===== src/rtl/hn_pkg.sv =====
package hn_pkg;
  typedef enum logic [1:0] {
    ST_IDLE = 2'd0,
    ST_ADDR = 2'd1,
    ST_PAY  = 2'd2,
    ST_SKIP = 2'd3
  } hn_state_e;
endpackage


===== src/rtl/hn_frame_fsm.sv =====
module hn_frame_fsm import hn_pkg::*; #(
  parameter logic [6:0] HOST_ADDR  = 7'h08,
  parameter int         WORD_BYTES = 2,
  localparam int        PAY_BYTES  = 1 + WORD_BYTES,
  localparam int        PW         = 8 * PAY_BYTES,
  localparam int        CW         = $clog2(PAY_BYTES + 1)
) (
  input  logic          clk_i,
  input  logic          rst_ni,
  input  logic          start_i,
  input  logic          stop_i,
  input  logic          byte_vld_i,
  input  logic [7:0]    byte_i,
  output logic          ack_o,
  output logic          done_o,
  output logic [PW-1:0] frame_o
);
  hn_state_e     state_q;
  logic [CW-1:0] cnt_q;
  logic [PW-1:0] sh_q;
  logic          addr_hit;
  logic          room;

  assign addr_hit = (byte_i[7:1] == HOST_ADDR) && !byte_i[0];
  assign room     = cnt_q < CW'(PAY_BYTES);

  always_comb begin
    ack_o = 1'b0;
    if (byte_vld_i) begin
      unique case (state_q)
        ST_ADDR: ack_o = addr_hit;
        ST_PAY:  ack_o = room;
        default: ack_o = 1'b0;
      endcase
    end
  end

  assign done_o  = stop_i && (state_q == ST_PAY) && (cnt_q == CW'(PAY_BYTES));
  assign frame_o = sh_q;

  always_ff @(posedge clk_i or negedge rst_ni) begin
    if (!rst_ni) begin
      state_q <= ST_IDLE;
      cnt_q   <= '0;
      sh_q    <= '0;
    end else if (start_i) begin
      state_q <= ST_ADDR;
      cnt_q   <= '0;
    end else if (stop_i) begin
      state_q <= ST_IDLE;
    end else if (byte_vld_i) begin
      unique case (state_q)
        ST_ADDR: state_q <= addr_hit ? ST_PAY : ST_SKIP;
        ST_PAY: begin
          if (room) begin
            // first byte ends at the bottom after PAY_BYTES shifts
            sh_q  <= {byte_i, sh_q[PW-1:8]};
            cnt_q <= cnt_q + 1'b1;
          end else begin
            state_q <= ST_SKIP;
          end
        end
        default: ;
      endcase
    end
  end

  a_r3_cnt_bound: assert property (@(posedge clk_i) disable iff (!rst_ni)
    (state_q == ST_PAY) |-> (cnt_q <= CW'(PAY_BYTES)));
  a_r2_ack_needs_byte: assert property (@(posedge clk_i) disable iff (!rst_ni)
    ack_o |-> byte_vld_i);
  a_r9_start_resets_cnt: assert property (@(posedge clk_i) disable iff (!rst_ni)
    start_i |=> (cnt_q == '0) && (state_q == ST_ADDR));
endmodule


===== src/rtl/hn_notify_latch.sv =====
module hn_notify_latch #(
  parameter int  WORD_BYTES = 2,
  localparam int PW         = 8 * (1 + WORD_BYTES),
  localparam int SW         = 8 * WORD_BYTES
) (
  input  logic          clk_i,
  input  logic          rst_ni,
  input  logic          done_i,
  input  logic [PW-1:0] frame_i,
  input  logic          clr_i,
  output logic          irq_o,
  output logic          overrun_o,
  output logic [6:0]    dev_addr_o,
  output logic [SW-1:0] status_o
);
  logic busy;
  assign busy = irq_o && !clr_i;

  always_ff @(posedge clk_i or negedge rst_ni) begin
    if (!rst_ni) begin
      irq_o      <= 1'b0;
      overrun_o  <= 1'b0;
      dev_addr_o <= '0;
      status_o   <= '0;
    end else begin
      if (clr_i) begin
        irq_o     <= 1'b0;
        overrun_o <= 1'b0;
      end
      if (done_i) begin
        if (busy) begin
          overrun_o <= 1'b1;
        end else begin
          irq_o      <= 1'b1;
          dev_addr_o <= frame_i[7:1];
          status_o   <= frame_i[PW-1:8];
        end
      end
    end
  end

  a_r7_irq_sticky: assert property (@(posedge clk_i) disable iff (!rst_ni)
    (irq_o && !clr_i) |=> irq_o);
  a_r8_hold_values: assert property (@(posedge clk_i) disable iff (!rst_ni)
    (irq_o && !clr_i) |=> ($stable(dev_addr_o) && $stable(status_o)));
  a_r7_clear_ovr: assert property (@(posedge clk_i) disable iff (!rst_ni)
    clr_i |=> !overrun_o);
endmodule


===== src/rtl/hn_notify_rx.sv =====
module hn_notify_rx #(
  parameter logic [6:0] HOST_ADDR  = 7'h08,
  parameter int         WORD_BYTES = 2,
  localparam int        PW         = 8 * (1 + WORD_BYTES),
  localparam int        SW         = 8 * WORD_BYTES
) (
  input  logic          clk_i,
  input  logic          rst_ni,
  input  logic          start_i,
  input  logic          stop_i,
  input  logic          byte_vld_i,
  input  logic [7:0]    byte_i,
  output logic          ack_o,
  input  logic          clr_i,
  output logic          irq_o,
  output logic          overrun_o,
  output logic [6:0]    dev_addr_o,
  output logic [SW-1:0] status_o
);
  logic          done;
  logic [PW-1:0] frame;

  hn_frame_fsm #(.HOST_ADDR(HOST_ADDR), .WORD_BYTES(WORD_BYTES)) u_fsm (
    .clk_i, .rst_ni, .start_i, .stop_i, .byte_vld_i, .byte_i,
    .ack_o, .done_o(done), .frame_o(frame)
  );

  hn_notify_latch #(.WORD_BYTES(WORD_BYTES)) u_latch (
    .clk_i, .rst_ni, .done_i(done), .frame_i(frame), .clr_i,
    .irq_o, .overrun_o, .dev_addr_o, .status_o
  );

  a_r4_irq_after_stop: assert property (@(posedge clk_i) disable iff (!rst_ni)
    $rose(irq_o) |-> $past(stop_i));
  a_r8_ovr_needs_irq: assert property (@(posedge clk_i) disable iff (!rst_ni)
    $rose(overrun_o) |-> $past(irq_o));
endmodule


===== config.mk =====
export PLATFORM = sky130hd
export DESIGN_NAME = hn_notify_rx
export DESIGN_NICKNAME = d
export VERILOG_FILES = /design/src/rtl/hn_pkg.sv /design/src/rtl/hn_frame_fsm.sv /design/src/rtl/hn_notify_latch.sv /design/src/rtl/hn_notify_rx.sv
export SDC_FILE = /design/constraint.sdc
export NUM_CORES = 1
export LEC_CHECK = 0
export ABC_AREA = 0
export BUFFER_PORTS_ARGS = -buffer_cell sky130_fd_sc_hd__buf_2
export CAP_MARGIN = 20
export CORE_AREA = 10 10 89 91
export CTS_CLUSTER_SIZE = 10
export DETAILED_ROUTE_END_ITERATION = 8
export DIE_AREA = 0 0 99 101
export PLACE_DENSITY = 0.59
export SYNTH_ARGS = -nofsm -noshare
export SYNTH_HDL_FRONTEND = slang
export SYNTH_SLANG_ARGS = --single-unit

===== constraint.sdc =====
create_clock -name clk_i -period 2.3 [get_ports clk_i]
set_input_delay 0.23 -clock clk_i [delete_from_list [all_inputs] [get_ports clk_i]]
set_output_delay 0.23 -clock clk_i [all_outputs]
set_load 0.02 [all_outputs]

* After elaboration in Yosys (flattened, before gate mapping)
Index checks and enable logic that the tools add are counted.
Storage, ports and cells: output and inout bits 26, input bits 14, bits in registers 53
Operators by class: add/subtract/negate cells 1, multiplexer cells 19, magnitude comparators 1, equal/unequal tests 6, bitwise logic cells 3, reductions and logical operators 15
Operators by type and width (number):
- $mux 2 | 9
- $mux 1 | 8
- $eq 7x4->1 const B | 1
- $reduce_bool 2->1 | 3
- $reduce_and 5->1 | 1
- $eq 2x2->1 const B | 2
- $logic_and 1x1->1 | 4
- $ne 4x4->1 const B | 1
- $pmux 2 s2 | 1
- $reduce_and 4->1 | 1
- $reduce_bool 4->1 | 1
- $not 1->1 | 3
- $reduce_and 3->1 | 1
- $reduce_bool 3->1 | 1
- $add 2x1->2 const B | 1
- $eq 2x1->1 const B | 1
- $logic_not 1->1 | 2
- $lt 2x2->1 const B | 1
- $ne 2x2->1 const B | 1
- $pmux 1 s2 | 1
- $reduce_and 2->1 | 1

* Depth between registers and ports, before layout
depth in word-level cells 7, mapped depth 7, mapped depth without buffers 5

* By module
From an unflattened synthesis, not the netlist that was laid out.
Second synthesis, totals: cells, all modules 135, area, all modules 2328.5 sq um
Modules (own cells, without submodules):
- hn_frame_fsm | area an instance 1287.5 sq um, instances 1, cells each 80
- hn_notify_latch | area an instance 1041.0 sq um, instances 1, cells each 55

* Worst setup path after synthesis
Ideal clock, no wire load.
path type register to register, from register u_fsm.cnt_q[0], to register u_fsm.sh_q[10] (netlist: u_fsm.frame_o[10]), path buffers 2, stages on the path, launching flop included 7, required time 2.175 ns, path slack 0.322 ns, arrival 1.853 ns, cells stage by stage dfrtp_1 ha_1 nand2b_1 or4b_4 buf_6 buf_12 mux2_4
On the way: cells in the longest elaborated chain, start to end 2
RTL lines:
- start: declaration | line hn_frame_fsm.sv:19 | logic [CW-1:0] cnt_q;
- start signal: assignment | line hn_frame_fsm.sv:58 | cnt_q <= cnt_q + 1'b1;
- $lt 2x2->1 | line hn_frame_fsm.sv:25 | assign room = cnt_q < CW'(PAY_BYTES);
- $reduce_and 5->1 (no line)
- end signal: assignment | line hn_frame_fsm.sv:57 | sh_q <= {byte_i, sh_q[PW-1:8]};
- end: declaration | line hn_frame_fsm.sv:20 | logic [PW-1:0] sh_q;
No other way between the ends. A chain may end at the register's enable or synchronous reset.

* Final worst setup path
from register u_fsm.cnt_q[0], to register u_fsm.sh_q[23] (netlist: u_fsm.frame_o[23])
The elaborated chain is that of the path after synthesis.

==> qor.yml <==
status:
  outcome: "complete, no violations"
global_route:
  grt_max_degree: 53
  grt_pass1_vias: 1290
  grt_util_all_layers_pct: 8.29
  overflow: 0
  antenna_found_initial: 0
  grt_pass1_wl_um: 6720
die:
  dieArea_mm2: 0.0100
  start_util_pct: 35.0
  die_height_um: 101
  die_w_um: 99
  fp.coreArea_mm2: 0.00620
  io_pins: 40
  rows: 29
routing:
  vias: 1166
  drtIter0Drc: 29
  drc: 0
  viasPerCell: 4.57
  wl_um: 3850
  wl_per_cell_um: 15.1
  drt.antenna.violating_nets: 0
  firstDrtPassIters: 4
sta:
  rsz0062_at_grt: "no"
  postLayoutSetupSlackWorst_ns: 0.209
  hold_violations: 0
  period_share_pct: 90.9
  slew_headroom_pct: 56.5
  tightest_slew_ns: 0.653
  max_freq_ghz: 0.478
  finalSetupViolCount: 0
  setup_tns_ns: 0
  fin_crit_ns: 2.09
  skew_ns: 0.00681
  maxSlewViolCount: 0
power:
  p_sw_mw: 0.360
  p_comb_share_pct: 5.5
  seq_power_share_pct: 61.5
  p_int_mw: 1.20
  pwr-share-clk_pct: 33.0
  swShare_pct: 23.0
  p_per_area_mw_per_mm2: 623
  p_leak_nw: 1.37
  ir_drop_v: 0.000247
setup_path:
  crit_chain: "ha_1, nand2b_1, or4b_4, mux2_4"
  critPathKind: "reg2reg"
  start_kind: "register"
  cp-startpoint: "u_fsm.cnt_q[0]"
  max_stage_delay_ns: 0.76
  timing.rr.start: "u_fsm.cnt_q[0]"
  arrival_ns: 2.28
  endpoint_kind: "register"
  worst-path-max-fanout: 23
  required_ns: 2.49
  slowest_stage: "or4b_4"
  critical-path-top-delay-family: "simple AND/OR/NAND/NOR gates"
  path_buf_inv: 0
synthesis:
  synth_top_area_cell: "dfrtp_1"
  netlist_top_cells_area: "dfrtp_1 60%, mux2_4 14%, mux2_2 13%"
  yosysWarningCount: 0
  netlist_instances: 134
  synth_ff_type: "dfrtp_1"
  synth_cell_types: 25
  async_flop_share_pct: 100
  seq_area_frac_synth_pct: 60.0
  syn_avg_cell_area_um2: 16.2
  syn-num-nets: 151
  synth_edf_count: 0
  synth.top_cell.area_share_pct: 60.0
  ys_seq_elements: 52
  syn_area_mm2: 0.00217
cts:
  clk_latency_ns: 0.30
  cts.sinks: 52
  clk_pin_slew_ns: 0.09
  htreeDepth: 2
  clockRootBuffer: "clkbuf_8"
  cts_buffers: 5
  clock_path_buffers: 2
  post_cts_buffers: 0
  ctsResizeCount: 0
  cts_tree: "done"
  hold_buffers: 0
cells_and_area:
  fin_nets: 194
  multiInputGateArea_um2: 796
  antennaDiodeCount: 0
  areaGrowthSynthToFinish_pct: 15.6
  drive_gt1_share_pct: 54.5
  ff_latch_area_mm2: 0.00130
  utilization_pct: 40.4
  n_fill_cell: 591
flow_run:
  cap_violations: 0
placement:
  io_buffers: 39
  place_ws_ns: 0.226
  dp_hpwl_um: 2730
  gp_congestion: 0.724
hold_path:
  hold_path.class: "in2async"
metrics by stage:
step	area, um2	hold WS [ns]	power [mW]	cells
6_report	2510	0.0288	1.56	255
2_1_floorplan	2170	-0.0656	1.02	134
5_1_grt	2510	0.0820	1.65	255
3_5_place_dp	2420	0.400	1.07	247
3_3_place_gp	2420	0.394	1.07	247
4_1_cts	2510	0.0629	1.59	255
layer usage:
metal	part of all wire, %	wire [um]	global-route usage, %
met1	48	1840	10.5
met2	44	1680	12.2
met3	7.0	270	3.64
met4	1.4	52	2.98
met5	0	0	0
logic make-up (layout without fill, tap and decap cells):
family / Yosys count / in the layout / synth area share (%)
XOR/XNOR: 1 / 1 / 0.404
AND/OR/NAND/NOR: 16 / 16 / 4.79
flip-flops: 52 / 52 / 60.0
buffers and inverters: 9 / 53 / 3.52
adder cells (fa/ha/maj): 3 / 3 / 1.73
AO/OA/AOI/OAI: 6 / 6 / 1.79
multiplexers: 47 / 47 / 27.8
power groups by stage:
stage	Combinational [mW]	Sequential, mW	Clock, mW
2_1_floorplan	0.0475	0.971	0
3_3_place_gp	0.0868	0.979	0
3_5_place_dp	0.0882	0.978	0
4_1_cts	0.0886	0.961	0.542
5_1_grt	0.0979	0.965	0.584
6_report	0.0857	0.960	0.516
cells in the final DEF (no fill, tap or decap), types with 2 or more instances in the layout:
cell | netlist | layout
buf_2 | 2 | 39
buf_4 | 0 | 2
clkbuf_8 | 0 | 5
dfrtp_1 | 52 | 52
ha_1 | 3 | 3
inv_1 | 4 | 4
mux2_2 | 26 | 26
mux2_4 | 20 | 20
nand3_1 | 2 | 2
nor2_1 | 4 | 4
nor2b_1 | 2 | 2
nor3_1 | 2 | 2
sequential cells by signal (all words and copies together), names as in the netlist:
register	flops
u_latch.irq_o	1
u_latch.overrun_o	1
u_fsm.cnt_q	2
u_latch.dev_addr_o	7
u_fsm.frame_o	23
u_fsm.state_q	2
u_latch.status_o	16
cells in the mapped netlist (2+ instances only):
library cell / count
dfrtp_1: 52
mux2_2: 26
mux2_4: 20
inv_1: 4
nor2_1: 4
ha_1: 3
a21oi_1: 2
buf_12: 2
buf_2: 2
nand3_1: 2
nor2b_1: 2
nor3_1: 2
area by class of cell:
cell class	instances	share of cell area (%)
Sequential cell	52	51.9
Timing Repair Buffer	41	8.38
Clock inverter	2	0.649
Multi-Input combinational cell	73	31.7
Tap cell	77	3.84
Inverter	4	0.599
Clock buffer	6	2.89
worst reg2reg max path: stages (launching register included):
cell	delay [ns]
dfrtp_1	0.40
ha_1	0.24
nand2b_1	0.20
or4b_4	0.76
mux2_4	0.38
worst paths after layout:
| kind | to | slack [ns] | cells past startpoint |
|---|---|---|---|
| setup / recovery | u_fsm.frame_o[23] | 0.21 | 4 |
| min in group clk_i | u_latch.overrun_o | 0.10 | 2 |
| hold / removal | u_latch.dev_addr_o[5] | 0.03 | 2 |
| max in group asynchronous | u_latch.dev_addr_o[0] | 1.83 | 2 |
| hold reg to reg | u_latch.dev_addr_o[5] | 0.51 | 1 |
| setup reg to reg | u_fsm.frame_o[23] | 0.21 | 4 |
(Power assumes the default switching activity.)
